$ cat src/rtl/wdt_pkg.sv
package wdt_pkg;
  localparam int ADDR_W = 3;

  typedef enum logic [ADDR_W-1:0] {
    A_CTRL = 3'd0,
    A_TCON = 3'd1,
    A_FEED = 3'd2,
    A_TVAL = 3'd3,
    A_WARN = 3'd4,
    A_WIN  = 3'd5
  } wdt_addr_e;

  localparam logic [7:0] FEED_KEY1 = 8'hAA;
  localparam logic [7:0] FEED_KEY2 = 8'h55;

  localparam int C_EN   = 0;
  localparam int C_MODE = 1;
  localparam int C_FLAG = 2;
  localparam int C_WARN = 3;
  localparam int C_CSEL = 4;
  localparam int C_IRQ  = 5;
endpackage

$ cat src/rtl/wdt_prescale.sv
module wdt_prescale #(
  parameter int DIV = 4
) (
  input  logic clk,
  input  logic rst,
  input  logic clr,
  input  logic run,
  input  logic tick,
  output logic step
);
  localparam int PRE_W = (DIV > 1) ? $clog2(DIV) : 1;
  localparam logic [PRE_W-1:0] LAST = PRE_W'(DIV - 1);

  logic [PRE_W-1:0] cnt;

  assign step = run && tick && (cnt == LAST);

  always_ff @(posedge clk) begin
    if (rst || clr || !run) begin
      cnt <= '0;
    end else if (tick) begin
      cnt <= (cnt == LAST) ? '0 : cnt + 1'b1;
    end
  end

  // steps can never come on two cycles in a row when the divider is above one
  p_step_spacing_r3: assert property (@(posedge clk) disable iff (rst)
    (DIV > 1 && step && !clr) |=> !step);
endmodule

$ cat src/rtl/wdt_feed_seq.sv
module wdt_feed_seq
  import wdt_pkg::*;
(
  input  logic       clk,
  input  logic       rst,
  input  logic       clr,
  input  logic       access,
  input  logic       feed_wr,
  input  logic [7:0] key,
  output logic       feed_ok,
  output logic       feed_bad
);
  logic armed;

  always_comb begin
    feed_ok  = 1'b0;
    feed_bad = 1'b0;
    if (access) begin
      if (armed) begin
        if (feed_wr && key == FEED_KEY2) feed_ok = 1'b1;
        else                              feed_bad = 1'b1;
      end else if (feed_wr && key != FEED_KEY1) begin
        feed_bad = 1'b1;
      end
    end
  end

  always_ff @(posedge clk) begin
    if (rst || clr) begin
      armed <= 1'b0;
    end else if (access) begin
      armed <= !armed && feed_wr && key == FEED_KEY1;
    end
  end

  // a completed feed must follow an opening key write
  p_ok_needs_arm_r7: assert property (@(posedge clk) disable iff (rst)
    feed_ok |-> armed);
  // any access closes an open sequence
  p_access_disarms_r7: assert property (@(posedge clk) disable iff (rst)
    (armed && access) |=> !armed);
endmodule

$ cat src/rtl/wdt_downcount.sv
module wdt_downcount #(
  parameter int CNT_W  = 24,
  parameter int MIN_TC = 255
) (
  input  logic             clk,
  input  logic             rst,
  input  logic             clr,
  input  logic             load,
  input  logic [CNT_W-1:0] load_val,
  input  logic             step,
  input  logic [CNT_W-1:0] warn_val,
  output logic [CNT_W-1:0] count,
  output logic             expire,
  output logic             warn_hit
);
  localparam logic [CNT_W-1:0] TC_MIN = CNT_W'(MIN_TC);

  logic [CNT_W-1:0] next_dec;

  assign next_dec = count - 1'b1;
  assign expire   = step && !load && (count == '0);
  assign warn_hit = step && !load && (count != '0) && (next_dec == warn_val);

  always_ff @(posedge clk) begin
    if (rst || clr) begin
      count <= TC_MIN;
    end else if (load) begin
      count <= load_val;
    end else if (step && count != '0) begin
      count <= next_dec;
    end
  end

  // each step lowers a non-zero count by exactly one
  p_step_dec_r3: assert property (@(posedge clk) disable iff (rst)
    (step && !load && !clr && count != '0) |=> count == CNT_W'($past(count) - 1'b1));
  // without a step or load the count holds
  p_hold_r3: assert property (@(posedge clk) disable iff (rst)
    (!step && !load && !clr) |=> $stable(count));
endmodule

$ cat src/rtl/win_watchdog.sv
module win_watchdog
  import wdt_pkg::*;
#(
  parameter int CNT_W  = 24,
  parameter int DIV    = 4,
  parameter int MIN_TC = 255
) (
  input  logic              clk,
  input  logic              rst,
  input  logic              bus_wr,
  input  logic              bus_rd,
  input  logic [ADDR_W-1:0] bus_addr,
  input  logic [CNT_W-1:0]  bus_wdata,
  output logic [CNT_W-1:0]  bus_rdata,
  input  logic              wd_tick,
  output logic              clk_sel,
  output logic              wdt_reset_req,
  output logic              wdt_irq,
  output logic              warn_irq
);
  localparam logic [CNT_W-1:0] TC_MIN  = CNT_W'(MIN_TC);
  localparam logic [CNT_W-1:0] WIN_MAX = '1;

  logic             en_q, mode_q, flag_q, warnf_q, csel_q, irqf_q, rreq_q;
  logic [CNT_W-1:0] tc_q, warn_q, win_q, rdata_q;
  logic [CNT_W-1:0] count;
  logic             step, expire, warn_hit;
  logic             feed_ok, feed_bad, win_err, reload, fault, sclr;
  logic             access, feed_wr;

  assign access  = bus_wr || bus_rd;
  assign feed_wr = bus_wr && (bus_addr == A_FEED);
  assign win_err = en_q && feed_ok && (count > win_q);
  assign reload  = feed_ok && !win_err;
  assign fault   = en_q && (expire || feed_bad || win_err);
  assign sclr    = fault && mode_q;

  wdt_prescale #(.DIV(DIV)) u_pre (
    .clk(clk), .rst(rst), .clr(sclr || reload), .run(en_q),
    .tick(wd_tick), .step(step)
  );

  wdt_feed_seq u_feed (
    .clk(clk), .rst(rst), .clr(sclr), .access(access), .feed_wr(feed_wr),
    .key(bus_wdata[7:0]), .feed_ok(feed_ok), .feed_bad(feed_bad)
  );

  wdt_downcount #(.CNT_W(CNT_W), .MIN_TC(MIN_TC)) u_cnt (
    .clk(clk), .rst(rst), .clr(sclr), .load(reload), .load_val(tc_q),
    .step(step), .warn_val(warn_q), .count(count), .expire(expire),
    .warn_hit(warn_hit)
  );

  always_ff @(posedge clk) begin
    if (rst || sclr) begin
      en_q    <= 1'b0;
      mode_q  <= 1'b0;
      warnf_q <= 1'b0;
      csel_q  <= 1'b0;
      irqf_q  <= 1'b0;
      tc_q    <= TC_MIN;
      warn_q  <= '0;
      win_q   <= WIN_MAX;
      flag_q  <= !rst;
      rreq_q  <= !rst;
    end else begin
      rreq_q <= 1'b0;
      if (bus_wr) begin
        case (bus_addr)
          A_CTRL: begin
            en_q   <= en_q | bus_wdata[C_EN];
            mode_q <= bus_wdata[C_MODE];
            csel_q <= bus_wdata[C_CSEL];
            if (!bus_wdata[C_FLAG]) flag_q  <= 1'b0;
            if (bus_wdata[C_WARN])  warnf_q <= 1'b0;
            if (bus_wdata[C_IRQ])   irqf_q  <= 1'b0;
          end
          A_TCON:  tc_q   <= (bus_wdata < TC_MIN) ? TC_MIN : bus_wdata;
          A_WARN:  warn_q <= bus_wdata;
          A_WIN:   win_q  <= bus_wdata;
          default: ;
        endcase
      end
      if (warn_hit) warnf_q <= 1'b1;
      if (fault) begin
        irqf_q <= 1'b1;
        en_q   <= 1'b0;
      end
    end
  end

  always_ff @(posedge clk) begin
    if (rst) begin
      rdata_q <= '0;
    end else if (bus_rd) begin
      case (bus_addr)
        A_CTRL:  rdata_q <= CNT_W'({irqf_q, csel_q, warnf_q, flag_q, mode_q, en_q});
        A_TCON:  rdata_q <= tc_q;
        A_TVAL:  rdata_q <= count;
        A_WARN:  rdata_q <= warn_q;
        A_WIN:   rdata_q <= win_q;
        default: rdata_q <= '0;
      endcase
    end
  end

  assign bus_rdata     = rdata_q;
  assign clk_sel       = csel_q;
  assign wdt_reset_req = rreq_q;
  assign wdt_irq       = irqf_q;
  assign warn_irq      = warnf_q;

  // the enable only falls through a fault
  p_en_sticky_r4: assert property (@(posedge clk) disable iff (rst)
    (en_q && !fault) |=> en_q);
  // the reset request is a single-cycle pulse
  p_rstreq_pulse_r5: assert property (@(posedge clk) disable iff (rst)
    wdt_reset_req |=> !wdt_reset_req);
  // a reset request always comes with the cause flag set and the enable low
  p_flag_on_rstreq_r5: assert property (@(posedge clk) disable iff (rst)
    wdt_reset_req |-> (flag_q && !en_q));
  // the stored constant never drops below the floor
  p_tc_floor_r2: assert property (@(posedge clk) disable iff (rst)
    tc_q >= TC_MIN);
  // a newly raised fault interrupt leaves the watchdog disabled
  p_irq_clears_en_r6: assert property (@(posedge clk) disable iff (rst)
    $rose(irqf_q) |-> !en_q);
endmodule

$ cat config.mk
export PLATFORM = sky130hd
export DESIGN_NAME = win_watchdog
export DESIGN_NICKNAME = d
export VERILOG_FILES = /design/src/rtl/wdt_pkg.sv /design/src/rtl/wdt_prescale.sv /design/src/rtl/wdt_feed_seq.sv /design/src/rtl/wdt_downcount.sv /design/src/rtl/win_watchdog.sv
export SDC_FILE = /design/constraint.sdc
export NUM_CORES = 1
export LEC_CHECK = 0
export BUFFER_PORTS_ARGS = -buffer_cell sky130_fd_sc_hd__buf_2
export CORE_ASPECT_RATIO = 1.25
export CORE_MARGIN = 2
export CORE_UTILIZATION = 60
export CTS_CLUSTER_DIAMETER = 80
export DETAILED_ROUTE_END_ITERATION = 8
export HOLD_SLACK_MARGIN = 0.1
export PLACE_DENSITY_LB_ADDON = 0.3
export RECOVER_POWER = 50
export SETUP_SLACK_MARGIN = 0.3
export SYNTH_ARGS = -nofsm -noshare
export SYNTH_HDL_FRONTEND = slang
export SYNTH_SLANG_ARGS = --single-unit
$ cat constraint.sdc
create_clock -name clk -period 4.6 [get_ports clk]
set_clock_uncertainty 0.1 [all_clocks]
set_input_delay 0.92 -clock clk [delete_from_list [all_inputs] [get_ports clk]]
set_output_delay 0.92 -clock clk [all_outputs]
set_load 0.03 [all_outputs]
# == Yosys cells after proc, flatten, opt, wreduce, memory -nomap -nowiden ==
# Index checks and enable logic that the tools add are counted.
# totals
ff_bits,130
inputBits,32
elab_cells,103
# op_classes
n_addsub,2
n_lt_le_gt_ge,2
eq_ne,11
muxes,24
bitwise,1
n_reduce_logical,49
# op_table
op,n
24-bit one-hot mux with 5 select lines,1
24-bit 2-to-1 mux,3
24-bit == test,1
24-bit > comparator,1
24-bit zero test,1
"24-bit by 8-bit less-than comparator with 1-bit output, second input constant",1
24-bit nonzero test,1
"24-bit by 1-bit subtractor with 24-bit output, second input constant",1
1-bit 2-to-1 mux,19
2-bit nonzero test,9
1-bit logical AND,17
3-bit AND reduction,3
"8-bit by 7-bit == test with 1-bit output, second input constant",1
"8-bit == test, second input constant",1
"8-bit != test, second input constant",1
2-bit AND reduction,4
1-bit logical OR,7
"3-bit by 2-bit == test with 1-bit output, second input constant",2
"3-bit == test, second input constant",2
1-bit zero test,5
"3-bit by 1-bit == test with 1-bit output, second input constant",1
3-bit zero test,1
"2-bit by 1-bit adder with 2-bit output, second input constant",1
"2-bit == test, second input constant",1
4 further kinds,4

# == Longest topological paths before layout ==
# Gate-level depths: netlist (run 1).
# depth
depth_word,20
depth_mapped,11
mapped_depth_nobuf,9

# == Cells and area by module ==
# A second synthesis (run 1) with hierarchy kept.
# hier_totals
cells_unflattened,885
area_unflattened_um2,7343.3
# by_module_without_submodules
mod,n_inst,cells_each,area_each_um2,seq_area_each_um2
win_watchdog,1,566,4893.4,2072.0
wdt_downcount,1,295,2217.1,480.5
wdt_feed_seq,1,14,127.6,20.0
wdt_prescale,1,10,105.1,40.0

# == Worst setup path after synthesis (run 1) ==
# Ideal clock, no wire load.
# synth_path
kind,input -> register
from,input port bus_addr[2]
to,"register flag_q, enable pin"
arrival_ps,2454
required_ps,4238
slack_ps,1784
stages,7
path_buffers,2
cell_sequence,clkbuf_1 > and4bb_2 > nand3_1 > a41oi_1 > o21a_1 > clkbuf_1 > o21ai_0
# synth_via
elab_chain_len,20
word_cells_on_any_way,28
classes_between,eq/ne (2); mux (7); reduce/logical (19)
# synth_lines
item,line,text
start: declaration,win_watchdog.sv:12,"input logic [ADDR_W-1:0] bus_addr,"
3-bit by 2-bit == test with 1-bit output,win_watchdog.sv:32,assign feed_wr = bus_wr && (bus_addr == A_FEED);
1-bit logical AND,win_watchdog.sv:32,
1-bit logical AND,wdt_feed_seq.sv:20,if (feed_wr && key == FEED_KEY2) feed_ok = 1'b1;
1-bit 2-to-1 mux,wdt_feed_seq.sv:20,
1-bit 2-to-1 mux,wdt_feed_seq.sv:19,if (armed) begin
1-bit 2-to-1 mux,wdt_feed_seq.sv:18,if (access) begin
1-bit logical AND (2 in a row),win_watchdog.sv:33,assign win_err = en_q && feed_ok && (count > win_q);
1-bit zero test,win_watchdog.sv:34,assign reload = feed_ok && !win_err;
1-bit logical AND,win_watchdog.sv:34,
1-bit zero test,wdt_downcount.sv:21,assign expire = step && !load && (count == '0);
1-bit logical AND (2 in a row),wdt_downcount.sv:21,
1-bit logical OR (2 in a row),win_watchdog.sv:35,assign fault = en_q && (expire || feed_bad || win_err);
1-bit logical AND,win_watchdog.sv:35,
1-bit logical AND,win_watchdog.sv:36,assign sclr = fault && mode_q;
1-bit logical OR,win_watchdog.sv:55,if (rst || sclr) begin
2-bit by 1-bit != test with 1-bit output (no line) / 2-bit nonzero test (equally long branches),-,
3-bit AND reduction (no line) (*),-,
end signal: assignment,win_watchdog.sv:64,flag_q <= !rst;
end: declaration,win_watchdog.sv:24,"logic en_q, mode_q, flag_q, warnf_q, csel_q, irqf_q, rreq_q;"
# Every way passes the cells marked *; elsewhere a longest branch is shown, timed or not.
# A chain may end at the register's enable or synchronous reset.

# == Worst setup path after layout (run 1) ==
# layout_path
from,input port bus_addr[2]
to,register tc_q[1]
# layout_via
elab_chain_len,18
word_cells_on_any_way,25
classes_between,eq/ne (2); mux (7); reduce/logical (16)
# layout_lines
item,line,text
3-bit by 2-bit == test with 1-bit output,win_watchdog.sv:32,
1-bit logical AND,win_watchdog.sv:32,
1-bit logical AND,wdt_feed_seq.sv:20,
1-bit 2-to-1 mux,wdt_feed_seq.sv:20,
1-bit 2-to-1 mux,wdt_feed_seq.sv:19,
1-bit 2-to-1 mux,wdt_feed_seq.sv:18,
1-bit logical AND (2 in a row),win_watchdog.sv:33,
1-bit zero test,win_watchdog.sv:34,
1-bit logical AND,win_watchdog.sv:34,
1-bit zero test,wdt_downcount.sv:21,
1-bit logical AND (2 in a row),wdt_downcount.sv:21,
1-bit logical OR (2 in a row),win_watchdog.sv:35,
1-bit logical AND,win_watchdog.sv:35,
1-bit logical AND,win_watchdog.sv:36,
1-bit logical OR,win_watchdog.sv:55,
end signal: assignment,win_watchdog.sv:78,A_TCON: tc_q <= (bus_wdata < TC_MIN) ? TC_MIN : bus_wdata;
end: declaration,win_watchdog.sv:25,"logic [CNT_W-1:0] tc_q, warn_q, win_q, rdata_q;"
# Parallel ways exist; a longest one is shown, timed or not.

==> metrics, run 1 <==
Synth top cells by count nand2_1, dfxtp_1, a21oi_1, nor2_1, clkbuf_1; Synth Cell Area 7367 sq um; core box area 12050 sq um; Crit path top cell by count clkbuf_1; Synth Flop Type dfxtp_1; Slew headroom -21.57%; RSZ-0062 raised after global routing no; Post-CTS Setup Repair Bufs 0; Port Buffers 59; Worst Path Buf+Inv 3; Synth Area in Simple Gates 22.61%; async set-reset flop share out of synthesis 0%; sequential area share after synthesis 35.46%; Clk Latency, worst-skew pair 0.43 ns; Critical-path top delay cell clkbuf_1; final WL 22220 microns; number of flops mapped to enable cells by yosys 1; M1 GR Usage 44.72%; initial core utilization 61.14%; Cell Chain, Critical Path buf_2 > clkbuf_1 > nor2b_1 > and3b_1 > clkbuf_1 > o22ai_1 > nand2_1; 1st-pass router iterations 5; final setup violation count 0; Worst-path clk slew 0.06 ns; largest net degree at the start of global routing 50; failing checks capacitance limit, slew limit; Synth top area share 35.05%; Synth Area in Compound Gates 21.25%; nets 1010; Worst Path Required 4.78 ns; DR WL/cell 19.68 microns; Area contributors post-synth dfxtp_1, nand2_1, a21oi_1; Post-CTS Resized 0; Seq cells post-synth 130; Syn Nets 990; Leakage 3.120 nW; Fill cells 1060; GR peak layer met2; Max clock buf depth 2; crit path capture type flip-flop; setup TNS 0 ns; Worst Tran Pin Value 1.824 ns; Hold Crit Class flip-flop to flip-flop; Hold Vio Cnt, Final 0; part of the cycle the worst path needs 86.15%; peak supply drop 0.0003203 V; Cell variety after synth 65; post-synthesis mux area share 4.365%; Final Max Slew Viols 34; CP startpoint kind input port; met3 Usage GRT 7.415%; xor-xnor portion of the synthesized cell area 5.944%; htree depth 4; post-synth top area cell dfxtp_1; final antenna-violating net count 0; MaxCap Viol Count 1; crit path kind input port to flip-flop; status complete, but fails checks; gpl congestion 0.9705; post-DP HPWL 15110 microns; TritonCTS Buffers 17; delay-heaviest family, CP buffers and inverters; Synth warnings 0; antenna diode count 0; most common cell in the synthesized netlist nand2_1; Total GRT Usage 35.30%; first-pass GRT wire length 35430 microns; GR Util met2 53.59%; Syn Inst Count 932; initial antenna violation count 0; Worst path max stage delay 1.31 ns; # rows 45; PwrDens 337.2 nW/um^2; Post-Synth Adder-Cell Area 4.416%; Sink Count 130; Root Driver clkbuf_16; largest family of logic cells by synthesized area simple AND/OR/NAND/NOR gates; CTS tree done; Max FO, Critical Path 33; Initial DRC Count 632; fin util 68.35%; Vert. Die Dim 127.9 microns; total gr overflow 0; detailed-route via count 7165; I/O Pins 60; number of global-route vias before repair 6462; drt via density 6.346; Critical Path AT 4.14 ns; Syn-to-layout area delta 11.79%; Die X 103.1 microns; share of layout cells above drive strength 1 12.33%; drt drc 0; Syn Area/Cell 7.905 sq um; Die Area 13190 sq um; Achievable Freq 252.3 MHz; minimum clock period 3.963 ns; # hold bufs at CTS 0
cell usage in the layout (no fill, tap or decap), drive strengths merged, types with 3 or more instances in the layout:
cell      Yosys  final
a21boi        3      3
xnor2        32     32
nor2b         6      6
nand3b        3      3
inv          31     36
a211oi       19     19
o211ai       27     27
or4           4      4
o21a          3      3
nor4         11     11
buf          16     45
nand4        12     12
a211o         3      3
nand3        22     22
ha           26     26
clkinvlp      0      3
mux2         25     25
nor3b         7      7
clkinv        0      4
mux2i         4      4
o21ai        26     26
o221ai        7      7
o22ai        10     10
nor2         62     62
xor2         18     18
nor3         51     51
a22oi        30     30
a21oi       104    104
o41ai         3      3
nor4bb        3      3
clkbuf       61     51
nand2       141    141
dfxtp       129    129
and3          8      8
stage by stage:
stage	power, mW	instances	instance area [sq um]	setup WS (ns)	hold slack [ns]
after floorplan	1.367	932	7367	1.784	0.3504
after global placement	1.455	1097	7707	0.9687	0.3630
after detailed placement	1.459	1097	7707	0.9200	0.3760
after CTS	2.783	1129	8290	1.130	0.3854
after global routing	2.863	1129	8235	0.5109	0.4015
final	2.777	1129	8235	0.6369	0.3858
worst reg2reg max path, delay by kind of cell (launching register included):
family          cells  cell delay (ns)
simple gates        4             1.35
compound gates      3             0.54
flops               1             0.38
buf+inv             2             1.02
fa+ha+maj           1             0.32
routing by layer:
| metal | vias to the layer above | routed length, microns |
|---|---|---|
| met5 | - | 0 |
| met4 | 0 | 1603 |
| met3 | 95 | 1792 |
| met2 | 367 | 10340 |
| met1 | 3321 | 8483 |
| li1 | 3382 | - |
final cells by class:
cell class	count	area (sq um)	area share [%]
multi-input combinational	694	4333	52.61
tap	164	205.2	2.492
sequential	130	2613	31.72
clock buffer	18	429.2	5.211
timing repair buffer	78	385.4	4.679
inverter	31	116.4	1.413
clock inverter	14	153.9	1.869
power by group:
group          internal, mW  total [mW]  switching [mW]  leakage [nW]
logic                0.0855       0.257           0.171          1.78
registers              1.16        1.18          0.0210          1.06
clock network         0.803        1.34           0.538         0.278
state kept, by name, indices dropped and copies added, names as in the netlist, 2 cells and up:
| name | count |
|---|---|
| win_q | 24 |
| warn_q | 24 |
| u_pre.cnt | 2 |
| bus_rdata | 24 |
| tc_q | 24 |
| u_cnt.count | 24 |
logic make-up (layout without fill, tap and decap cells):
family | Yosys count | count (layout)
AOI/OAI and AO/OA | 246 | 246
xor gates and xnor gates | 50 | 50
adders and majority gates | 26 | 26
buffers and inverters | 108 | 141
DFF | 130 | 130
muxes | 29 | 29
and+or+nand+nor | 343 | 343
worst paths after layout:
kind	startpoint	endpoint	slack (ns)	cells past startpoint
min reg2reg	bus_rdata[9]$_SDFFE_PP0P_	bus_rdata[9]$_SDFFE_PP0P_	0.39	2
min	bus_rdata[9]$_SDFFE_PP0P_	bus_rdata[9]$_SDFFE_PP0P_	0.39	2
max	bus_addr[2]	tc_q[1]$_SDFFE_PP1P_	0.64	7
max reg2reg	u_cnt.count[0]$_SDFFE_PP1P_	u_cnt.count[10]$_SDFFE_PP0P_	0.74	10
(Power assumes the default switching activity.)
==> inputs of run 2 (changes only) <==
Settings changed: BUFFER_PORTS_ARGS -buffer_cell sky130_fd_sc_hd__buf_2 to -buffer_cell sky130_fd_sc_hd__clkbuf_2, CORE_UTILIZATION 60 to 40.
==> run 2 against run 1 <==
  * The run still ends with capacitance limit, slew limit left
  * First-iteration DRC count grew 21%
  * Setup slack gained 0.078 ns
  * Critical path depth is the same
==> metrics, run 2 (synthesis gave the netlist of run 1 again) <==
status complete, but fails checks; failing checks capacitance limit, slew limit; Max clock buf depth 2 (unchanged); 1st-pass router iterations 5 (unchanged); Worst path max stage delay 1.33 ns (+0.02 ns); CP startpoint kind input port; Crit path depth 7 (unchanged); setup TNS 0 ns (unchanged); core box area 18100 sq um (+50%); Worst Path Required 4.84 ns (+0.06 ns); DR WL/cell 19.70 microns (about the same); Leakage 3.145 nW (+0.80%); antenna diode count 0 (unchanged); Clk Latency, worst-skew pair 0.44 ns (about the same); Internal 2.071 mW (+1.2%); switching share of total power 26.02% (-0.26 points); Worst Path Buf+Inv 3 (unchanged); R2R cell count 8 (-2); minimum clock period 3.885 ns (-0.07781 ns); Vert. Die Dim 155.7 microns (+22%); initial antenna violation count 0 (unchanged); htree depth 4 (unchanged); RSZ-0062 raised after global routing no; clock power share 48.7% (+0.4 points); reg-to-reg setup timing slack 0.72 ns (-0.02 ns); Final Max Slew Viols 66 (+94%); crit path kind input port to flip-flop; Slew headroom -23.10% (-1.5 points); NetSw 728.6 uW (-0.18%); CTS tree done; total gr overflow 0 (unchanged); initial core utilization 40.71% (-20 points); peak supply drop 0.0002776 V (-13%); Sink Count 130 (unchanged); final setup violation count 0 (unchanged); drt via density 5.861 (-7.7%); PwrDens 336.0 nW/um^2 (-0.36%); final antenna-violating net count 0 (unchanged); nets 1010 (unchanged); first-pass GRT wire length 37160 microns (+4.9%); Port Buffers 59 (unchanged); commonest cells after routing, fill and taps aside nand2_1, dfxtp_1, a21oi_1, nor2_1, nor3_1; drt drc 0 (unchanged); Crit path top cell by count clkbuf_1; most common cell after layout, fill and taps aside nand2_1; post-DP HPWL 16240 microns (+7.5%); Comb power frac 9.2% (about the same); Cell Chain, Critical Path clkbuf_1 > clkbuf_1 > nor2b_1 > and3_1 > clkbuf_2 > nand2_1 > o211ai_1; Critical Path AT 4.13 ns (about the same); final WL 23480 microns (+5.7%); Total GRT Usage 24.27% (-11 points); share of layout cells above drive strength 1 12.45% (+0.12 points); Worst-path clk slew 0.06 ns (about the same); Max FO, Critical Path 40 (+21%); part of the cycle the worst path needs 84.46% (-1.7 points); Syn-to-layout area delta 13.11%; I/O Pins 60 (unchanged); largest net degree at the start of global routing 49 (-2.0%); detailed-route via count 6986 (-2.5%); crit path capture type flip-flop; Hold Vio Cnt, Final 0 (unchanged); # hold bufs at CTS 0 (unchanged); Die Area 19530 sq um (+48%); number of global-route vias before repair 6606 (+2.2%); gpl congestion 0.9152 (-5.7%); Achievable Freq 257.4 MHz (+2.0%); # rows 55 (+22%); Root Driver clkbuf_16; Critical-path top delay cell clkbuf_1; Worst Tran Pin Value 1.847 ns (+0.02305 ns); MaxCap Viol Count 2 (+1); Final Total Pwr 2.800 mW (+0.82%); Post-CTS Resized 0 (unchanged); Post-CTS Setup Repair Bufs 0 (unchanged); Initial DRC Count 765 (+21%); Die X 125.4 microns (+22%); hold path depth 2 (unchanged); Hold Crit Class flip-flop to flip-flop; Seq pwr share 42.1% (-0.4 points); TritonCTS Buffers 17 (unchanged); delay-heaviest family, CP buffers and inverters
[run 2: cell types whose count changed in the layout (fill, tap and decap cells not counted), sizes merged]
cell      before  now
buf           45   16
clkbuf        51   82
clkinv         4    6
clkinvlp       3    1
inv           36   33
[run 2: path summary, 6_finish.rpt]
path | from | endpoint
max | bus_addr[2] | win_q[20]$_SDFFE_PP1P_
min | bus_rdata[10]$_SDFFE_PP0P_ | bus_rdata[10]$_SDFFE_PP0P_
max reg2reg | u_cnt.count[19]$_SDFFE_PP0P_ | u_cnt.count[13]$_SDFFE_PP0P_
min reg2reg | bus_rdata[10]$_SDFFE_PP0P_ | bus_rdata[10]$_SDFFE_PP0P_
[run 2: cell type report]
class / count / area [sq um]
Fill cell: 1800 / 9766
Sequential cell: 130 / 2613
Multi-Input combinational cell: 694 / 4328
Clock buffer: 20 / 456.7
Inverter: 31 / 116.4
Tap cell: 228 / 285.3
Timing Repair Buffer: 78 / 404.1
Clock inverter: 11 / 130.1
[run 2: per-stage QoR]
stage / worst slack (ns) / cells / cell area, sq um / utilization [%] / hold slack (ns)
floorplan: 1.784 / 932 / 7367 / - / 0.3504
global placement: 1.037 / 1161 / 7800 / 43.10 / 0.3679
detailed placement: 0.9736 / 1161 / 7800 / 43.10 / 0.3709
CTS: 1.143 / 1192 / 8387 / 46.34 / 0.3797
global route: 0.4304 / 1192 / 8333 / 46.04 / 0.4013
finish: 0.7147 / 1192 / 8333 / 46.04 / 0.3820
[run 2: worst min-delay path: stages (launching register included)]
cell and delay (ns):
dfxtp_1 0.31, nor2_1 0.08, a211oi_1 0.05
[run 2: power groups by stage]
stage	logic, mW	clock network, mW	registers (mW)
6_report	0.258	1.36	1.18
5_1_grt	0.282	1.42	1.18
4_1_cts	0.261	1.37	1.18
3_5_place_dp	0.260	0	1.20
3_3_place_gp	0.258	0	1.20
2_1_floorplan	0.143	0	1.22
[run 2: metal layers]
metal  global-route usage [%]  vias up  wire length (microns)
met3                    4.047       65                   1282
met2                    40.37      256                  11310
met5                        0        -                      0
li1                         -     3358                      -
met1                    29.79     3307                   9704
met4                    13.86        0                   1189
==> inputs of run 3 (changes only) <==
Clock period 4.6 ns to 3.5 ns, I/O delays scaled along.
==> run 3 against run 2 <==
  * The run now ends clean
  * Clock power grew 36%
  * Setup slack worse by 0.38 ns
  * Highest routed layer unchanged
  * Sequential cell count unchanged
  * Power is 34% higher
  * Critical endpoint is now bus_rdata[9]$_SDFFE_PP0P_
  * Via count grew 1.5%
  * Non-clock buffer count grew 13
  * Cell count increased by 1.2%
  * Hold slack worse by 0.0033 ns
==> metrics, run 3 (synthesis gave the netlist of run 1 again) <==
Hold Vio Cnt, Final 0 (unchanged); final setup violation count 0 (unchanged); Hold WS 0.3787 ns (-0.003302 ns); crit path kind input port to flip-flop; first-pass GRT wire length 37490 microns (+0.89%); most common cell after layout, fill and taps aside nand2_1; reg-to-reg startpoint u_cnt.count[22]$_SDFFE_PP0P_; Setup crit start bus_addr[0]; Fill cells 1870 (+3.9%); detailed-route via count 7093 (+1.5%); status finished clean; Worst Tran Pin Value 0.9689 ns (-0.8777 ns); antenna diode count 0 (unchanged); core box area 18100 sq um (unchanged); # hold bufs at CTS 0 (unchanged); Die Area 19530 sq um (unchanged); total gr overflow 0 (unchanged); drt drc 0 (unchanged); Final Max Slew Viols 0 (-100%); Max FO, Critical Path 18 (-55%); Internal 2.764 mW (+33%); Sink Count 130 (unchanged); Achievable Freq 315.7 MHz; peak supply drop 0.0003525 V (+27%); Comb power frac 9.3% (about the same); Total GRT Usage 24.54% (+0.26 points); commonest cells after routing, fill and taps aside nand2_1, dfxtp_1, a21oi_1, nor2_1, nor3_1; met3 WL 1283 microns (about the same); Met2 Routed Length 11360 microns (+0.47%); NetSw 989.0 uW (+36%); largest net degree at the start of global routing 49 (unchanged); final antenna-violating net count 0 (unchanged); Clk Latency, worst-skew pair 0.44 ns (about the same); initial antenna violation count 0 (unchanged); gpl congestion 0.9383 (+2.5%); clock power share 49.4% (+0.7 points); DR WL/cell 19.65 microns (-0.26%); part of the cycle the worst path needs 90.49%; number of global-route vias before repair 6663 (+0.86%); Worst Path Required 3.74 ns (-1.10 ns); fin util 47.03% (+0.99 points); initial core utilization 40.71% (unchanged); fin cells 1206 (+1.2%); TritonCTS Buffers 17 (unchanged); Worst-path clk slew 0.07 ns (about the same); Syn-to-layout area delta 15.54%; RSZ-0062 raised after global routing yes; Seq pwr share 41.3% (-0.8 points); minimum clock period 3.167 ns; MaxCap Viol Count 0 (-2); nets 1023 (+1.3%); switching share of total power 26.35% (+0.33 points); Root Driver clkbuf_16; crit path capture type flip-flop; Critical Path AT 3.41 ns (-0.72 ns); final WL 23700 microns (+0.91%); Hold Crit Class flip-flop to flip-flop; CTS tree done; post-DP HPWL 16670 microns (+2.7%); CP startpoint kind input port; Slew headroom 35.41% (+59 points); 1st-pass router iterations 5 (unchanged); Top Metal Used met4; Port Buffers 59 (unchanged); Vert. Die Dim 155.7 microns (unchanged); I/O Pins 60 (unchanged); setup TNS 0 ns (unchanged); share of layout cells above drive strength 1 14.01% (+1.6 points); Max clock buf depth 2 (unchanged); PwrDens 440.9 nW/um^2 (+31%); htree depth 4 (unchanged); Die X 125.4 microns (unchanged); # rows 55 (unchanged); Initial DRC Count 601 (-21%); Final Total Pwr 3.753 mW (+34%); Placed Cells 1174 (+1.1%); drt via density 5.881 (+0.35%); Leakage 3.233 nW (+2.8%); Met1 Routed Length 9919 microns (+2.2%); Hold Path Origin tc_q[20]$_SDFFE_PP0P_
run 3: worst max-delay path: stages:
cell      delay (ns)
clkbuf_2        0.08
clkbuf_1        0.71
nor2b_1         0.77
and2_0          0.21
clkbuf_2        0.39
a21oi_1         0.25
a211oi_1        0.27
run 3: power groups by stage:
| stage | clock [mW] | sequential, mW | combinational (mW) |
|---|---|---|---|
| 2_1_floorplan | 0 | 1.61 | 0.188 |
| 3_3_place_gp | 0 | 1.58 | 0.351 |
| 3_5_place_dp | 0 | 1.58 | 0.353 |
| 4_1_cts | 1.88 | 1.55 | 0.355 |
| 5_1_grt | 1.94 | 1.55 | 0.382 |
| 6_report | 1.85 | 1.55 | 0.350 |
run 3: repair_timing:
action	in CTS	in global routing
setup buffers	0	0
setup endpoints to repair	0	104
resized for setup	0	6
run 3: final cells by class:
type | count | area [sq um] | share of cell area [%]
clock buffer | 20 | 467.9 | 5.498
timing repair buffer | 91 | 525.5 | 6.174
sequential | 130 | 2613 | 30.69
clock inverter | 12 | 146.4 | 1.720
inverter | 31 | 116.4 | 1.367
multi-input combinational | 694 | 4358 | 51.20
tap | 228 | 285.3 | 3.351
run 3: routing by layer:
layer / GRT usage (%) / up-vias
li1: - / 3393
met5: 0 / -
met1: 30.48 / 3366
met3: 3.738 / 53
met4: 14.23 / 0
met2: 40.53 / 281
run 3: path summary, 6_finish.rpt:
path	end	cells past startpoint	slack (ns)
min	tc_q[20]$_SDFFE_PP0P_	2	0.38
min reg2reg	tc_q[20]$_SDFFE_PP0P_	2	0.38
max reg2reg	u_cnt.count[12]$_SDFFE_PP0P_	8	0.43
max	bus_rdata[9]$_SDFFE_PP0P_	7	0.33
run 3: stage by stage:
step / setup slack (ns) / instance area [sq um]
floorplan: 0.7670 / 7367
global placement: 0.4670 / 7923
detailed placement: 0.3928 / 7923
CTS: 0.3451 / 8537
global route: 0.1454 / 8512
finish: 0.3328 / 8512
